`src/rtl/twist_switchbox.sv`:
```
module twist_switchbox #(
  parameter int W    = 8,
  parameter int MODE = 2
) (
  input  logic         cfg_clk,
  input  logic         cfg_rst_n,
  input  logic         cfg_en,
  input  logic         cfg_sdi,
  output logic         cfg_sdo,
  input  logic [W-1:0] in_left,
  input  logic [W-1:0] in_top,
  input  logic [W-1:0] in_right,
  input  logic [W-1:0] in_bottom,
  output logic [W-1:0] out_left,
  output logic [W-1:0] out_top,
  output logic [W-1:0] out_right,
  output logic [W-1:0] out_bottom
);
  localparam int  FIELD   = 3;
  localparam int  NBITS   = 4 * W * FIELD;
  localparam bit  REV_TURN = (MODE >= 1);
  localparam bit  REV_STR  = (MODE == 2);

  logic [NBITS-1:0]    chain;
  logic [3:0][W-1:0]   ins;
  logic [3:0][W-1:0]   outs;

  always_ff @(posedge cfg_clk or negedge cfg_rst_n)
    if (!cfg_rst_n)  chain <= '0;
    else if (cfg_en) chain <= {chain[NBITS-2:0], cfg_sdi};

  assign cfg_sdo = chain[NBITS-1];
  assign ins     = {in_bottom, in_right, in_top, in_left};

  for (genvar o = 0; o < 4; o++) begin : g_side
    for (genvar j = 0; j < W; j++) begin : g_trk
      localparam int B = (o * W + j) * FIELD;
      logic       en;
      logic [1:0] sel;
      logic [1:0] pair;
      logic       rev;
      assign en   = chain[B+2];
      assign sel  = chain[B +: 2];
      assign pair = 2'(o) ^ sel;
      assign rev  = (pair == 2'd3) ? REV_TURN :
                    (pair == 2'd2) ? REV_STR  : 1'b0;
      assign outs[o][j] = (en && sel != 2'(o)) ?
                          (rev ? ins[sel][W-1-j] : ins[sel][j]) : 1'b0;
    end
  end

  assign out_left   = outs[0];
  assign out_top    = outs[1];
  assign out_right  = outs[2];
  assign out_bottom = outs[3];
endmodule

```
`config.mk`:
```
export PLATFORM = sky130hd
export DESIGN_NAME = twist_switchbox
export DESIGN_NICKNAME = d
export VERILOG_FILES = /design/src/rtl/twist_switchbox.sv
export SDC_FILE = /design/constraint.sdc
export NUM_CORES = 1
export LEC_CHECK = 0
export BUFFER_PORTS_ARGS = -buffer_cell sky130_fd_sc_hd__buf_4
export CORE_ASPECT_RATIO = 0.9
export CORE_UTILIZATION = 30
export CTS_BUF_LIST = sky130_fd_sc_hd__clkbuf_16
export DETAILED_ROUTE_END_ITERATION = 7
export GPL_TIMING_DRIVEN = 0
export RECOVER_POWER = 25
export SETUP_SLACK_MARGIN = 0.4
export SLEW_MARGIN = 20
export SYNTH_ARGS = -nofsm -noshare
export SYNTH_HDL_FRONTEND = slang
export SYNTH_SLANG_ARGS = --single-unit
```
`constraint.sdc`:
```
create_clock -name cfg_clk -period 3.1 [get_ports cfg_clk]
set_input_delay 0.31 -clock cfg_clk [delete_from_list [all_inputs] [get_ports cfg_clk]]
set_output_delay 0.31 -clock cfg_clk [all_outputs]
set_load 0.01 [all_outputs]
```
==> results.cfg <==
[detailed_routing]
totalWireLength_microns = 9253
dr.pass1.iters = 4
routedWlPerCell_microns = 15.12
ant_nets = 0
vias = 2856
first_iter_violations = 111
drc_errors = 0
viasPerCell = 4.667

[critical_path]
crit_fanout = 4
crit_path_end_kind = primary output
arrival_ns = 1.53
path_class = register to primary output
critical_path_buf_inv_count = 1
cpMaxStageDelayCell = dfrtp_1
cp-start-kind = register
crit_family = flip-flops
reg2reg_slack_ns = 2.27
cp_cell_sequence = mux2_2 > a22oi_1 > nor2b_1 > buf_4
required_ns = 2.79
slowest_delay_ns = 0.40

[timing]
grt_setup_unrepaired = false
slew_headroom_pct = 39.15
max_slew.worst_pin.slew_ns = 0.9128
period_needed_ns = 1.837
tns_ns = 0
hold_viol_final = 0
layout_setup_ws_ns = 1.263
slew_violations = 0
period_share_pct = 59.24
setup_viol = 0
fmax_ghz = 0.5445
finalClockSkew_ns = 0.005630

[global_route]
grt_usage_pct = 12.58
grt_max_degree = 97
grt_pass1_wl_microns = 15460
antenna_found_initial = 0
grt-ovfl-total = 0
grt_pass1_vias = 2947

[final_layout]
nets = 445
final_cell_mix = 96 x dfrtp_1, 66 x buf_4, 65 x mux2_2
layout.cells.most_common = dfrtp_1
areaGrowthSynthToFinish_pct = 22.86
multiInputGateArea_sq_um = 2130
largest_reg_flops = 96
regMostFlops = chain
fillers = 1460
reg.largest.list = chain x96
antenna_cells = 0
drive_gt1_share_pct = 47.83
seq_area_sq_um = 2402

[synth]
synth_cell_types = 19
ys_ff_latch = 96
synth-warning-count = 0
syn-num-nets = 367
synth_area_leader_cell = dfrtp_1
synth_area_sq_um = 4663
syn_area_per_cell_sq_um = 14.09
synth_top_cell_area_share_pct = 51.52
synth_area_leaders = dfrtp_1 52%, mux2_2 16%, mux2_4 13%, mux2i_1 4.5%, o21ai_0 2.3%
ys_seq_area_share_pct = 51.52
syn-instance-count = 331

[die]
die_w_microns = 133.4
core_area_sq_um = 14920
die-area_sq_um = 16050
die_h_microns = 120.3
num_io_pins = 69
initial_core_util_pct = 31.25
row_count = 42

[run_status]
status = finished, final reports clean

[clock_network]
cts-root-buf = clkbuf_16
hold_buffers = 0
clk_latency_ns = 0.35
htreeDepth = 3
cts.sinks = 96
cts_made_buffers = 9
post_cts_resized = 0
cts_tree = yes
clockBufferDepth = 2
path_clk_slew_ns = 0.06
cts_setup_buffers = 0

[hold_path]
hold_class = primary input to async pin

[power]
leakagePower_uw = 0.002737
powerDensity_nw_per_um2 = 574.2
ir_drop_uv = 261.3

[placement]
hpwl_microns = 6383
port_buffers = 67
place_congestion = 0.7697
pre_cts_ws_ns = 1.630

[flow_run]
cap_violations = 0
where the power goes:
part / internal (uW) / switching [uW]
Combinational: 326 / 200
Sequential: 1420 / 173
Clock: 700 / 473
Total: 2440 / 847
layer usage:
layer | track usage, % | vias up | routed length (microns)
li1 | - | 1358 | -
met1 | 16.83 | 1432 | 4449
met2 | 18.75 | 55 | 4241
met3 | 4.528 | 11 | 427
met4 | 4.190 | 0 | 134
met5 | 0 | - | 0
cell usage after synthesis, drive strengths merged:
library cell    n
mux2          107
nand4b          8
nor2b          15
nand3b          8
buf            11
a22oi          11
dfrtp          96
nand3           1
and2            9
a21oi           4
nor2           11
nand2           8
o21ai          21
mux2i          21
final cells by class:
class	count	area share (%)
sequential	96	41.93
tap	198	4.324
timing repair buffer	67	8.845
clock buffer	9	3.931
multi-input combinational	224	37.17
buffer	11	2.293
clock inverter	7	1.507
through the flow:
| stage | hold WS [ns] | cells | utilization (%) | instance area, sq um | power [uW] |
|---|---|---|---|---|---|
| 5_1_grt | 0.1429 | 612 | 38.39 | 5729 | 3463 |
| 4_1_cts | 0.1002 | 612 | 38.39 | 5729 | 3339 |
| 3_5_place_dp | 0.4818 | 596 | 36.30 | 5418 | 2147 |
| 3_3_place_gp | 0.5047 | 596 | 36.28 | 5414 | 2122 |
| 6_report | 0.04841 | 612 | 38.39 | 5729 | 3289 |
| 2_1_floorplan | 0.01441 | 331 | - | 4663 | 1913 |
cell families (layout without fill, tap and decap cells):
logic type / count (synthesis) / after routing / synth area share [%]
mux: 128 / 128 / 33.57
flops: 96 / 96 / 51.52
simple gates: 60 / 60 / 7.647
compound gates: 36 / 36 / 4.454
buf+inv: 11 / 94 / 2.817
worst paths after layout:
kind                                        from               endpoint  depth (start not counted)
hold reg to reg            chain[35]$_DFFE_PN0P_  chain[36]$_DFFE_PN0P_                          1
min in group cfg_clk                     cfg_sdi   chain[0]$_DFFE_PN0P_                          2
hold / removal                         cfg_rst_n  chain[66]$_DFFE_PN0P_                          1
max in group asynchronous              cfg_rst_n  chain[70]$_DFFE_PN0P_                          1
setup / recovery           chain[64]$_DFFE_PN0P_           out_right[5]                          4
setup reg to reg            chain[4]$_DFFE_PN0P_   chain[4]$_DFFE_PN0P_                          1
Note: power is estimated with default switching activity, not from simulation.
